### src/rtl/twm_pkg.sv
package twm_pkg;

    typedef enum logic [1:0] {
        ST_IDLE  = 2'd0,
        ST_ARMED = 2'd1,
        ST_RUN   = 2'd2,
        ST_ABORT = 2'd3
    } twm_state_e;

    typedef struct packed {
        logic fast;
        logic slow;
        logic late;
    } twm_cause_t;

endpackage

### src/rtl/twm_interval_ctr.sv
module twm_interval_ctr #(
    parameter int CNT_W = 16
) (
    input  logic             clk,
    input  logic             rst_n,
    input  logic             clr,
    input  logic             restart,
    input  logic             advance,
    output logic [CNT_W-1:0] cnt
);
    localparam logic [CNT_W-1:0] ONE = {{(CNT_W-1){1'b0}}, 1'b1};

    logic [CNT_W-1:0] cnt_q;

    always_ff @(posedge clk) begin
        if (!rst_n || clr) begin
            cnt_q <= '0;
        end else if (restart) begin
            cnt_q <= ONE;
        end else if (advance && !(&cnt_q)) begin
            cnt_q <= cnt_q + ONE;
        end
    end

    assign cnt = cnt_q;

endmodule

### src/rtl/twm_pending_trk.sv
module twm_pending_trk (
    input  logic clk,
    input  logic rst_n,
    input  logic clr,
    input  logic accept,
    input  logic ack,
    output logic pend
);
    logic pend_q;

    always_ff @(posedge clk) begin
        if (!rst_n || clr) begin
            pend_q <= 1'b0;
        end else if (accept) begin
            pend_q <= 1'b1;
        end else if (ack) begin
            pend_q <= 1'b0;
        end
    end

    assign pend = pend_q;

endmodule

### src/rtl/twm_cause_eval.sv
module twm_cause_eval
    import twm_pkg::*;
#(
    parameter int CNT_W = 16
) (
    input  logic             clk,
    input  logic             rst_n,
    input  logic             clr,
    input  logic             check_en,
    input  logic             strobe,
    input  logic             ack,
    input  logic             pend,
    input  logic [CNT_W-1:0] cnt,
    input  logic [CNT_W-1:0] min_gap,
    input  logic [CNT_W-1:0] max_gap,
    output logic             hit,
    output twm_cause_t       flags
);
    twm_cause_t now_c;
    twm_cause_t flags_q;

    always_comb begin
        now_c      = '0;
        now_c.fast = check_en && strobe && (cnt < min_gap);
        now_c.slow = check_en && !strobe && (cnt >= max_gap);
        now_c.late = check_en && strobe && pend && !ack;
    end

    assign hit = now_c.fast | now_c.slow | now_c.late;

    always_ff @(posedge clk) begin
        if (!rst_n || clr) begin
            flags_q <= '0;
        end else if (check_en) begin
            flags_q <= flags_q | now_c;
        end
    end

    assign flags = flags_q;

    // a too-fast flag only appears right after a strobe cycle
    a_r4_fast_after_strobe: assert property (@(posedge clk) disable iff (!rst_n)
        $rose(flags_q.fast) |-> $past(strobe));

    // a too-slow flag only appears right after a strobe-free cycle
    a_r5_slow_after_quiet: assert property (@(posedge clk) disable iff (!rst_n)
        $rose(flags_q.slow) |-> $past(!strobe));

endmodule

### src/rtl/tape_word_timing_monitor.sv
module tape_word_timing_monitor
    import twm_pkg::*;
#(
    parameter int CNT_W = 16
) (
    input  logic             clk,
    input  logic             rst_n,
    input  logic             enable,
    input  logic             word_strobe,
    input  logic             svc_ack,
    input  logic [CNT_W-1:0] min_gap,
    input  logic [CNT_W-1:0] max_gap,
    output logic             timing_err,
    output logic             err_fast,
    output logic             err_slow,
    output logic             err_late,
    output logic             xfer_abort
);
    twm_state_e       state_q;
    twm_state_e       state_d;
    logic [CNT_W-1:0] cnt;
    logic             pend;
    logic             hit;
    twm_cause_t       flags;
    logic             clr;
    logic             accept;
    logic             advance;
    logic             check_en;

    always_ff @(posedge clk) begin
        if (!rst_n) begin
            state_q <= ST_IDLE;
        end else begin
            state_q <= state_d;
        end
    end

    always_comb begin
        state_d = state_q;
        if (!enable) begin
            state_d = ST_IDLE;
        end else begin
            unique case (state_q)
                ST_IDLE:  state_d = word_strobe ? ST_RUN : ST_ARMED;
                ST_ARMED: state_d = word_strobe ? ST_RUN : ST_ARMED;
                ST_RUN:   state_d = hit ? ST_ABORT : ST_RUN;
                ST_ABORT: state_d = ST_ABORT;
                default:  state_d = ST_IDLE;
            endcase
        end
    end

    always_comb begin
        clr        = !enable;
        check_en   = 1'b0;
        accept     = 1'b0;
        advance    = 1'b0;
        xfer_abort = 1'b0;
        if (enable) begin
            unique case (state_q)
                ST_IDLE, ST_ARMED: begin
                    accept = word_strobe;
                end
                ST_RUN: begin
                    check_en = 1'b1;
                    accept   = word_strobe && !hit;
                    advance  = !word_strobe;
                end
                ST_ABORT: begin
                    xfer_abort = 1'b1;
                end
                default: ;
            endcase
        end else begin
            xfer_abort = (state_q == ST_ABORT);
        end
    end

    twm_interval_ctr #(.CNT_W(CNT_W)) u_ctr (
        .clk     (clk),
        .rst_n   (rst_n),
        .clr     (clr),
        .restart (accept),
        .advance (advance),
        .cnt     (cnt)
    );

    twm_pending_trk u_pend (
        .clk    (clk),
        .rst_n  (rst_n),
        .clr    (clr),
        .accept (accept),
        .ack    (svc_ack),
        .pend   (pend)
    );

    twm_cause_eval #(.CNT_W(CNT_W)) u_cause (
        .clk      (clk),
        .rst_n    (rst_n),
        .clr      (clr),
        .check_en (check_en),
        .strobe   (word_strobe),
        .ack      (svc_ack),
        .pend     (pend),
        .cnt      (cnt),
        .min_gap  (min_gap),
        .max_gap  (max_gap),
        .hit      (hit),
        .flags    (flags)
    );

    assign err_fast   = flags.fast;
    assign err_slow   = flags.slow;
    assign err_late   = flags.late;
    assign timing_err = flags.fast | flags.slow | flags.late;

    // any recorded cause comes with the abort state
    a_r7_err_implies_abort: assert property (@(posedge clk) disable iff (!rst_n)
        timing_err |-> xfer_abort);

    // abort holds while enabled
    a_r8_abort_holds: assert property (@(posedge clk) disable iff (!rst_n)
        (xfer_abort && enable) |=> xfer_abort);

    // causes frozen once aborted
    a_r8_flags_frozen: assert property (@(posedge clk) disable iff (!rst_n)
        (xfer_abort && enable) |=> $stable({err_fast, err_slow, err_late}));

    // a disabled cycle clears error and abort
    a_r9_disable_clears: assert property (@(posedge clk) disable iff (!rst_n)
        !enable |=> (!timing_err && !xfer_abort));

endmodule

### config.mk
export PLATFORM = sky130hd
export DESIGN_NAME = tape_word_timing_monitor
export DESIGN_NICKNAME = d
export VERILOG_FILES = /design/src/rtl/twm_pkg.sv /design/src/rtl/twm_interval_ctr.sv /design/src/rtl/twm_pending_trk.sv /design/src/rtl/twm_cause_eval.sv /design/src/rtl/tape_word_timing_monitor.sv
export SDC_FILE = /design/constraint.sdc
export NUM_CORES = 1
export LEC_CHECK = 0
export BUFFER_PORTS_ARGS = -buffer_cell sky130_fd_sc_hd__buf_2
export CORE_ASPECT_RATIO = 1.1
export CORE_MARGIN = 4
export CORE_UTILIZATION = 25
export CTS_CLUSTER_SIZE = 8
export DETAILED_ROUTE_END_ITERATION = 8
export PLACE_DENSITY_LB_ADDON = 0.1
export SETUP_SLACK_MARGIN = 0.15
export SYNTH_ARGS = -nofsm -noshare
export SYNTH_HDL_FRONTEND = slang
export SYNTH_SLANG_ARGS = --single-unit
### constraint.sdc
create_clock -name clk -period 2.3 [get_ports clk]
set_input_delay 0.345 -clock clk [delete_from_list [all_inputs] [get_ports clk]]
set_output_delay 0.345 -clock clk [all_outputs]
set_load 0.05 [all_outputs]
=== After elaboration in Yosys (flattened, before gate mapping) ===
Cells that the tools add are included.

* Register bits after elaboration: 22
* Word-level logic and storage cells: 55
* Input bits: 37
* Output and inout port bits: 5

* Muxes and demuxes: 15
* Reductions and logical operators: 22
* Bitwise operators: 5
* Add/sub/neg operators: 1
* Order comparisons: 2
* Eq/ne operators: 3

{| class="wikitable"
|+ Operator list
! operator !! number
|-
| $add A16 B1 Y16 const B || 1
|-
| $ge A16 B16 Y1 || 1
|-
| $lt A16 B16 Y1 || 1
|-
| $reduce_and A16 Y1 || 1
|-
| $mux W1 || 12
|-
| $logic_and A1 B1 Y1 || 8
|-
| $logic_not A1 Y1 || 6
|-
| $pmux W2 S3 || 1
|-
| $eq A2 B2 Y1 const B || 2
|-
| $or A1 B1 Y1 || 4
|-
| $reduce_bool A2 Y1 || 2
|-
| $reduce_or A2 Y1 || 2
|-
| $or A3 B3 Y3 || 1
|-
| $eq A2 B1 Y1 const B || 1
|-
| $logic_not A2 Y1 || 1
|-
| $mux W2 || 1
|-
| $pmux W1 S2 || 1
|-
| $reduce_and A2 Y1 || 1
|-
| $logic_or A1 B1 Y1 || 1
|}

=== Longest topological paths before layout ===
* Word-level depth: 12
* Mapped depth: 10
* Gate-level depth less buffers: 8

=== Cells and area by module ===
From an unflattened synthesis, not the netlist that was laid out.

* Cell total of the unflattened synthesis: 244
* Area total of the unflattened synthesis: 1986.9 um2

{| class="wikitable"
|+ By module, submodules not included
! module !! seq. area each (um2) !! cells an instance !! area an instance (um2) !! times used
|-
| twm_cause_eval || 60.1 || 123 || 949.7 || 1
|-
| twm_interval_ctr || 320.3 || 101 || 883.3 || 1
|-
| tape_word_timing_monitor || 40.0 || 16 || 113.9 || 1
|-
| twm_pending_trk || 20.0 || 4 || 40.0 || 1
|}

=== Worst setup path before layout ===
Ideal clock, no wire load.

* Path kind: reg-to-reg
* From: register u_ctr.cnt_q[7], in the netlist u_ctr.cnt[7]
* To: register u_ctr.cnt_q[1], in the netlist u_ctr.cnt[1]
* Clock period less this slack: 2.024 ns
* Data arrival time: 1.960 ns
* Stages on the path, launching flop included: 10
* Setup time: 0.065 ns
* Required time: 2.235 ns
* Path buffers: 2
* Slack: 0.276 ns
* Cell sequence: dfxtp_1 -> ha_1 -> a21oi_1 -> o21ai_0 -> a2111oi_4 -> a21oi_1 -> or2_1 -> buf_6 -> buf_8 -> nor2_1

* Longest elaborated chain between the ends: 9
* Elaborated cells on any way between the ends: 14
* Classes of those cells: 2 x order compare; 2 x mux; 2 x bitwise; 8 x reduce/logical

{| class="wikitable"
|+ RTL lines
! element !! RTL line !! source
|-
| from (decl) || twm_interval_ctr.sv:13 || <nowiki>logic [CNT_W-1:0] cnt_q;</nowiki>
|-
| from (signal assigned) || twm_interval_ctr.sv:21 || <nowiki>cnt_q <= cnt_q + ONE;</nowiki>
|-
| $lt A16 B16 Y1 or $ge A16 B16 Y1 (tied branches) || twm_cause_eval.sv:24, twm_cause_eval.sv:25 ||
|-
| $logic_and A1 B1 Y1, on equally long branches || twm_cause_eval.sv:24, twm_cause_eval.sv:25 ||
|-
| $or A1 B1 Y1 (2 in a row) || twm_cause_eval.sv:29 || <nowiki>assign hit = now_c.fast | now_c.slow | now_c.late;</nowiki>
|-
| $logic_not A1 Y1 || tape_word_timing_monitor.sv:66 || <nowiki>accept = word_strobe && !hit;</nowiki>
|-
| $logic_and A1 B1 Y1 || tape_word_timing_monitor.sv:66 ||
|-
| $pmux W1 S2 || tape_word_timing_monitor.sv:60 || <nowiki>unique case (state_q)</nowiki>
|-
| $mux W1 || tape_word_timing_monitor.sv:59 || <nowiki>if (enable) begin</nowiki>
|-
| $reduce_or A2 Y1 (no source line) || -- ||
|}

Several ways; a longest one is shown, not always the timed one.
A chain may end at the register's enable or synchronous reset.

=== Final worst setup path ===
* From: register u_ctr.cnt_q[13], in the netlist u_ctr.cnt[13]
* To: register u_ctr.cnt_q[15], in the netlist u_ctr.cnt[15]

The elaborated chain is that of the path after synthesis.

==> results list <==
* DRT Wirelength: between 4000 and 5000 µm
- In the final design database the tool counted roughly 350 nets.
- In the global route stage, overall resource usage came out at between 10% and 20%.
- Counting distinct cell types in the post-synthesis netlist gives 34.
* Switching portion of total power: approximately 25%
- At the pin with the least slew margin, the transition time is approximately 550 ps.
* Clock tree from TritonCTS: built
- Number of maximum-capacitance constraint violations: 0
- The critical path runs through a total of 8 cells.
- Final setup violation count: 0
- Areal power density over the cells: 328.2 mW/mm²
- Number of clock sinks: 22
- Worst R2R Path Depth: 8
* Worst-path fanout max: 14
- Post-synth EDFFs: 0
* Chip height: 96.23 µm
- During placement, the flow inserted port buffers numbering 41.
* Total leakage power: around 1.1 nW
- Clk_lat worst skew: between 200 and 300 ps
* Post-Synthesis Net Count: about 290
- The initialized floorplan defines 31 standard-cell rows.
* TritonCTS buffer count: 3
- The top cell type by area accounts for roughly a quarter of the synthesized area.
- For this configuration, the core starts out at a cell density of 26.21%.
- For this run, the top clock speed supported by timing is roughly 500 MHz.
- Arrival time of data at the critical path endpoint: between 2000 and 2500 ps
* WL met2: ~1900 µm
* Met1 wire length: around 2200 µm
- Of the post-synthesis cell area, the part taken by muxes is less than 1%.
* Buffers and inverters on the worst path: 1
- Sequential cell fraction of total power: a little over half
- Critical-path cell with the highest stage delay: sky130_fd_sc_hd__a2111oi_4
* Fraction of the yosys area taken by sequential cells: ~25%
- Wire length of the first global-routing pass: 7410 µm
* Die Span X: between 80 and 90 µm
- Warnings, synthesis: 0
- After detailed routing, the average wire length per cell comes to 12.17 µm.
- Fraction of layout cells with a size suffix above 1: 24.46%
- Clock H-tree levels: 1
- Minimum clock period: around 2000 ps
- Clock slew at the register clock pins of the worst setup and hold paths: 80 ps
- Cell types occupying the most area after synthesis: sky130_fd_sc_hd__dfxtp_1, sky130_fd_sc_hd__ha_1, sky130_fd_sc_hd__inv_1
- Among cell families on the critical path, the largest total delay comes from compound AO/OA/AOI/OAI gates.
- Compound-cell area share of the yosys netlist: roughly 14%
- Antenna diode count: 0
- Area of the placeable core: around 0.0067 mm²
* Unrepaired setup endpoints after global routing: false
- Final hold violations: 0
- Adder-cell share of the synthesized area: a little under a quarter
- Critical path data required time: roughly 2500 ps
* Clock buffer depth: 2
* Critical Path, Cell by Cell: ha_1 > a211oi_2 > nor2_1 > a2111oi_4 > a21oi_1 > or2_1 > buf_12 > nor2_1
* Cell type with the highest occurrence count on the critical path: sky130_fd_sc_hd__nor2_1
* Clock tree root buffer cell: sky130_fd_sc_hd__clkbuf_8
- Per report_power, the clock group accounts for approximately 33% of the total.
- Area growth from synthesis to layout: 26.73%
- Of all flip-flops after synthesis, the portion carrying an async set or reset was 0%.
- Via density per instance: approximately 4.5
* Io pins: 42
* Total congestion overflow: 0
- By startpoint and endpoint, the worst setup path is classified as flop to flop.
- Among all cell types in the netlist, the one instantiated most often is sky130_fd_sc_hd__inv_1.
- Each instance of the synthesized netlist takes up on average 8.042 µm².
- After synthesis the netlist holds a flip-flop and latch count of 22.
- STA classifies the critical path endpoint as a flop.
* Highest Signal Layer: met4
* Post-DP HPWL: ~3700 µm
- Share of the clock period used by the worst path: 86.60%
* Remaining number of nets flagged by the antenna check after routing: 0
- Part of the power in combinational logic: 14.3%
* Post-synth top area cell: sky130_fd_sc_hd__dfxtp_1
- Slew Limit Fails: 0
- Met3 wirelength from detailed routing: between 200 and 250 µm
- First-pass DRT Iterations: 4
- Via count of the first global-routing pass: approximately 1600
- The clock arrives with between 4 and 5 ps of skew.
- Adding up every negative setup slack in the final design gives 0 ps.
- Dominant combinational cell family by area after synthesis: adder cells
- Area share of and/or/nand/nor cells after synthesis: 22.42%
- In this run the tightest slew margin relative to its limit is ~63%.
* Net switching power: around 0.18 mW
- Synth top cells by count: sky130_fd_sc_hd__inv_1, sky130_fd_sc_hd__ha_1, sky130_fd_sc_hd__nor2_1
- Summing the areas of all xor and xnor instances in the mapped netlist gives around 6.9% of the synthesized area.
- For this run, the leading register cell type out of synthesis is sky130_fd_sc_hd__dfxtp_1.
* Count of mapped cells out of synthesis: 220
* Pin count of the biggest net entering global routing: 15
- The flow ran to the end, and the final reports show no timing, DRC or antenna violations.
- The synthesized netlist occupies a cell area of around 0.0018 mm².
* DRC violation count after routing: 0
- Slowest Stage Delay on Critical Path: 360 ps
- Final GP Congestion: between 0.7 and 0.8
- Antenna violations before repair: 0
- Total number of vias: between 1500 and 2000
* Internal Dissipation: between 0.5 and 0.6 mW
* Count of cells along the worst hold path: 3
- Worst vdd rail ir drop: just under 0.0002 V
* Startpoint type of the worst setup path: flop
- DR iter-0 viols: between 40 and 50
- Min-Delay Path Class: primary input to flop
- The die covers about 0.0085 mm².
* End-of-flow core utilization: between 30% and 40%
-- power by group through the flow --
stage	clock network, mW	registers [mW]	logic [mW]
after floorplan	0	0.396	0.0597
after global placement	0	0.397	0.106
after detailed placement	0	0.397	0.106
after CTS	0.255	0.388	0.106
after global routing	0.266	0.389	0.125
final	0.243	0.388	0.105
-- layout by cell type (no fill, tap or decap), types with 2 or more instances in the layout --
master	instances
sky130_fd_sc_hd__buf_4	15
sky130_fd_sc_hd__ha_1	32
sky130_fd_sc_hd__nand4_1	9
sky130_fd_sc_hd__clkbuf_8	3
sky130_fd_sc_hd__a21oi_1	17
sky130_fd_sc_hd__xor2_1	12
sky130_fd_sc_hd__inv_1	34
sky130_fd_sc_hd__o21ai_0	5
sky130_fd_sc_hd__dfxtp_1	21
sky130_fd_sc_hd__xnor2_1	2
sky130_fd_sc_hd__a211oi_2	2
sky130_fd_sc_hd__nand2b_1	2
sky130_fd_sc_hd__nand3_1	10
sky130_fd_sc_hd__nand2_1	15
sky130_fd_sc_hd__nor2_1	29
sky130_fd_sc_hd__buf_2	41
sky130_fd_sc_hd__a211oi_1	2
sky130_fd_sc_hd__nor3_1	2
sky130_fd_sc_hd__or3_1	3
sky130_fd_sc_hd__and4_1	2
-- path summary, 6_finish.rpt --
path / slack (ps) / from / to
max: 310 / u_ctr.cnt[13] / u_ctr.cnt[15]
min: 390 / word_strobe / state_q[1]
max reg2reg: 310 / u_ctr.cnt[13] / u_ctr.cnt[15]
min reg2reg: 500 / u_cause.flags[0] / u_cause.flags[0]
-- worst reg2reg max path, delay by kind of cell, from the launching register on --
family / cells / cell delay (ps)
and+or+nand+nor: 3 / 480
adders and majority gates: 1 / 320
DFF: 1 / 320
buffers and inverters: 1 / 160
AOI/OAI and AO/OA: 3 / 650
-- routing by layer --
| metal | vias up | GRT usage, % |
|---|---|---|
| li1 | 880 | - |
| met1 | 691 | 15.98 |
| met2 | 30 | 17.58 |
| met3 | 2 | 1.627 |
| met4 | 0 | 2.645 |
| met5 | - | 0 |
-- per-stage QoR --
stage / power (mW) / instances / instance area [µm²] / setup WS (ps) / hold WS, ps
after CTS: 0.7491 / 359 / 2217 / 212.3 / 379.4
after global placement: 0.5033 / 356 / 2176 / 45.52 / 488.8
final: 0.7359 / 360 / 2242 / 308.1 / 387.8
after detailed placement: 0.5027 / 356 / 2176 / 41.11 / 487.2
after floorplan: 0.4561 / 220 / 1769 / 275.5 / 456.2
after global routing: 0.7797 / 360 / 2242 / 163.2 / 405.9
-- logic make-up (layout without fill, tap and decap cells) --
| family | Yosys count | after routing |
|---|---|---|
| xor+xnor | 14 | 14 |
| compound gates | 35 | 35 |
| simple gates | 80 | 80 |
| mux | 1 | 1 |
| fa+ha+maj | 32 | 32 |
| buf+inv | 36 | 94 |
| flops | 22 | 22 |
-- state kept, by name (all words and copies together) (netlist names) --
signal,cells
state_q,2
u_ctr.cnt,16
u_pend.pend,1
u_cause.flags,3
-- area by class of cell --
cell class | instances | area (µm²)
fillers | 757 | 4507
multi-input cells | 162 | 1191
flip-flops and latches | 22 | 441.7
repair buffers | 57 | 337.8
inverters | 34 | 127.6
well taps | 82 | 102.6
clock buffers | 3 | 41.29
-- what timing repair did --
action                     in CTS  in global routing
resized for setup               0                  5
setup endpoints to repair       0                 17
setup buffers                   0                  1
hold buffers                    0                  0
(Power assumes the default switching activity.)
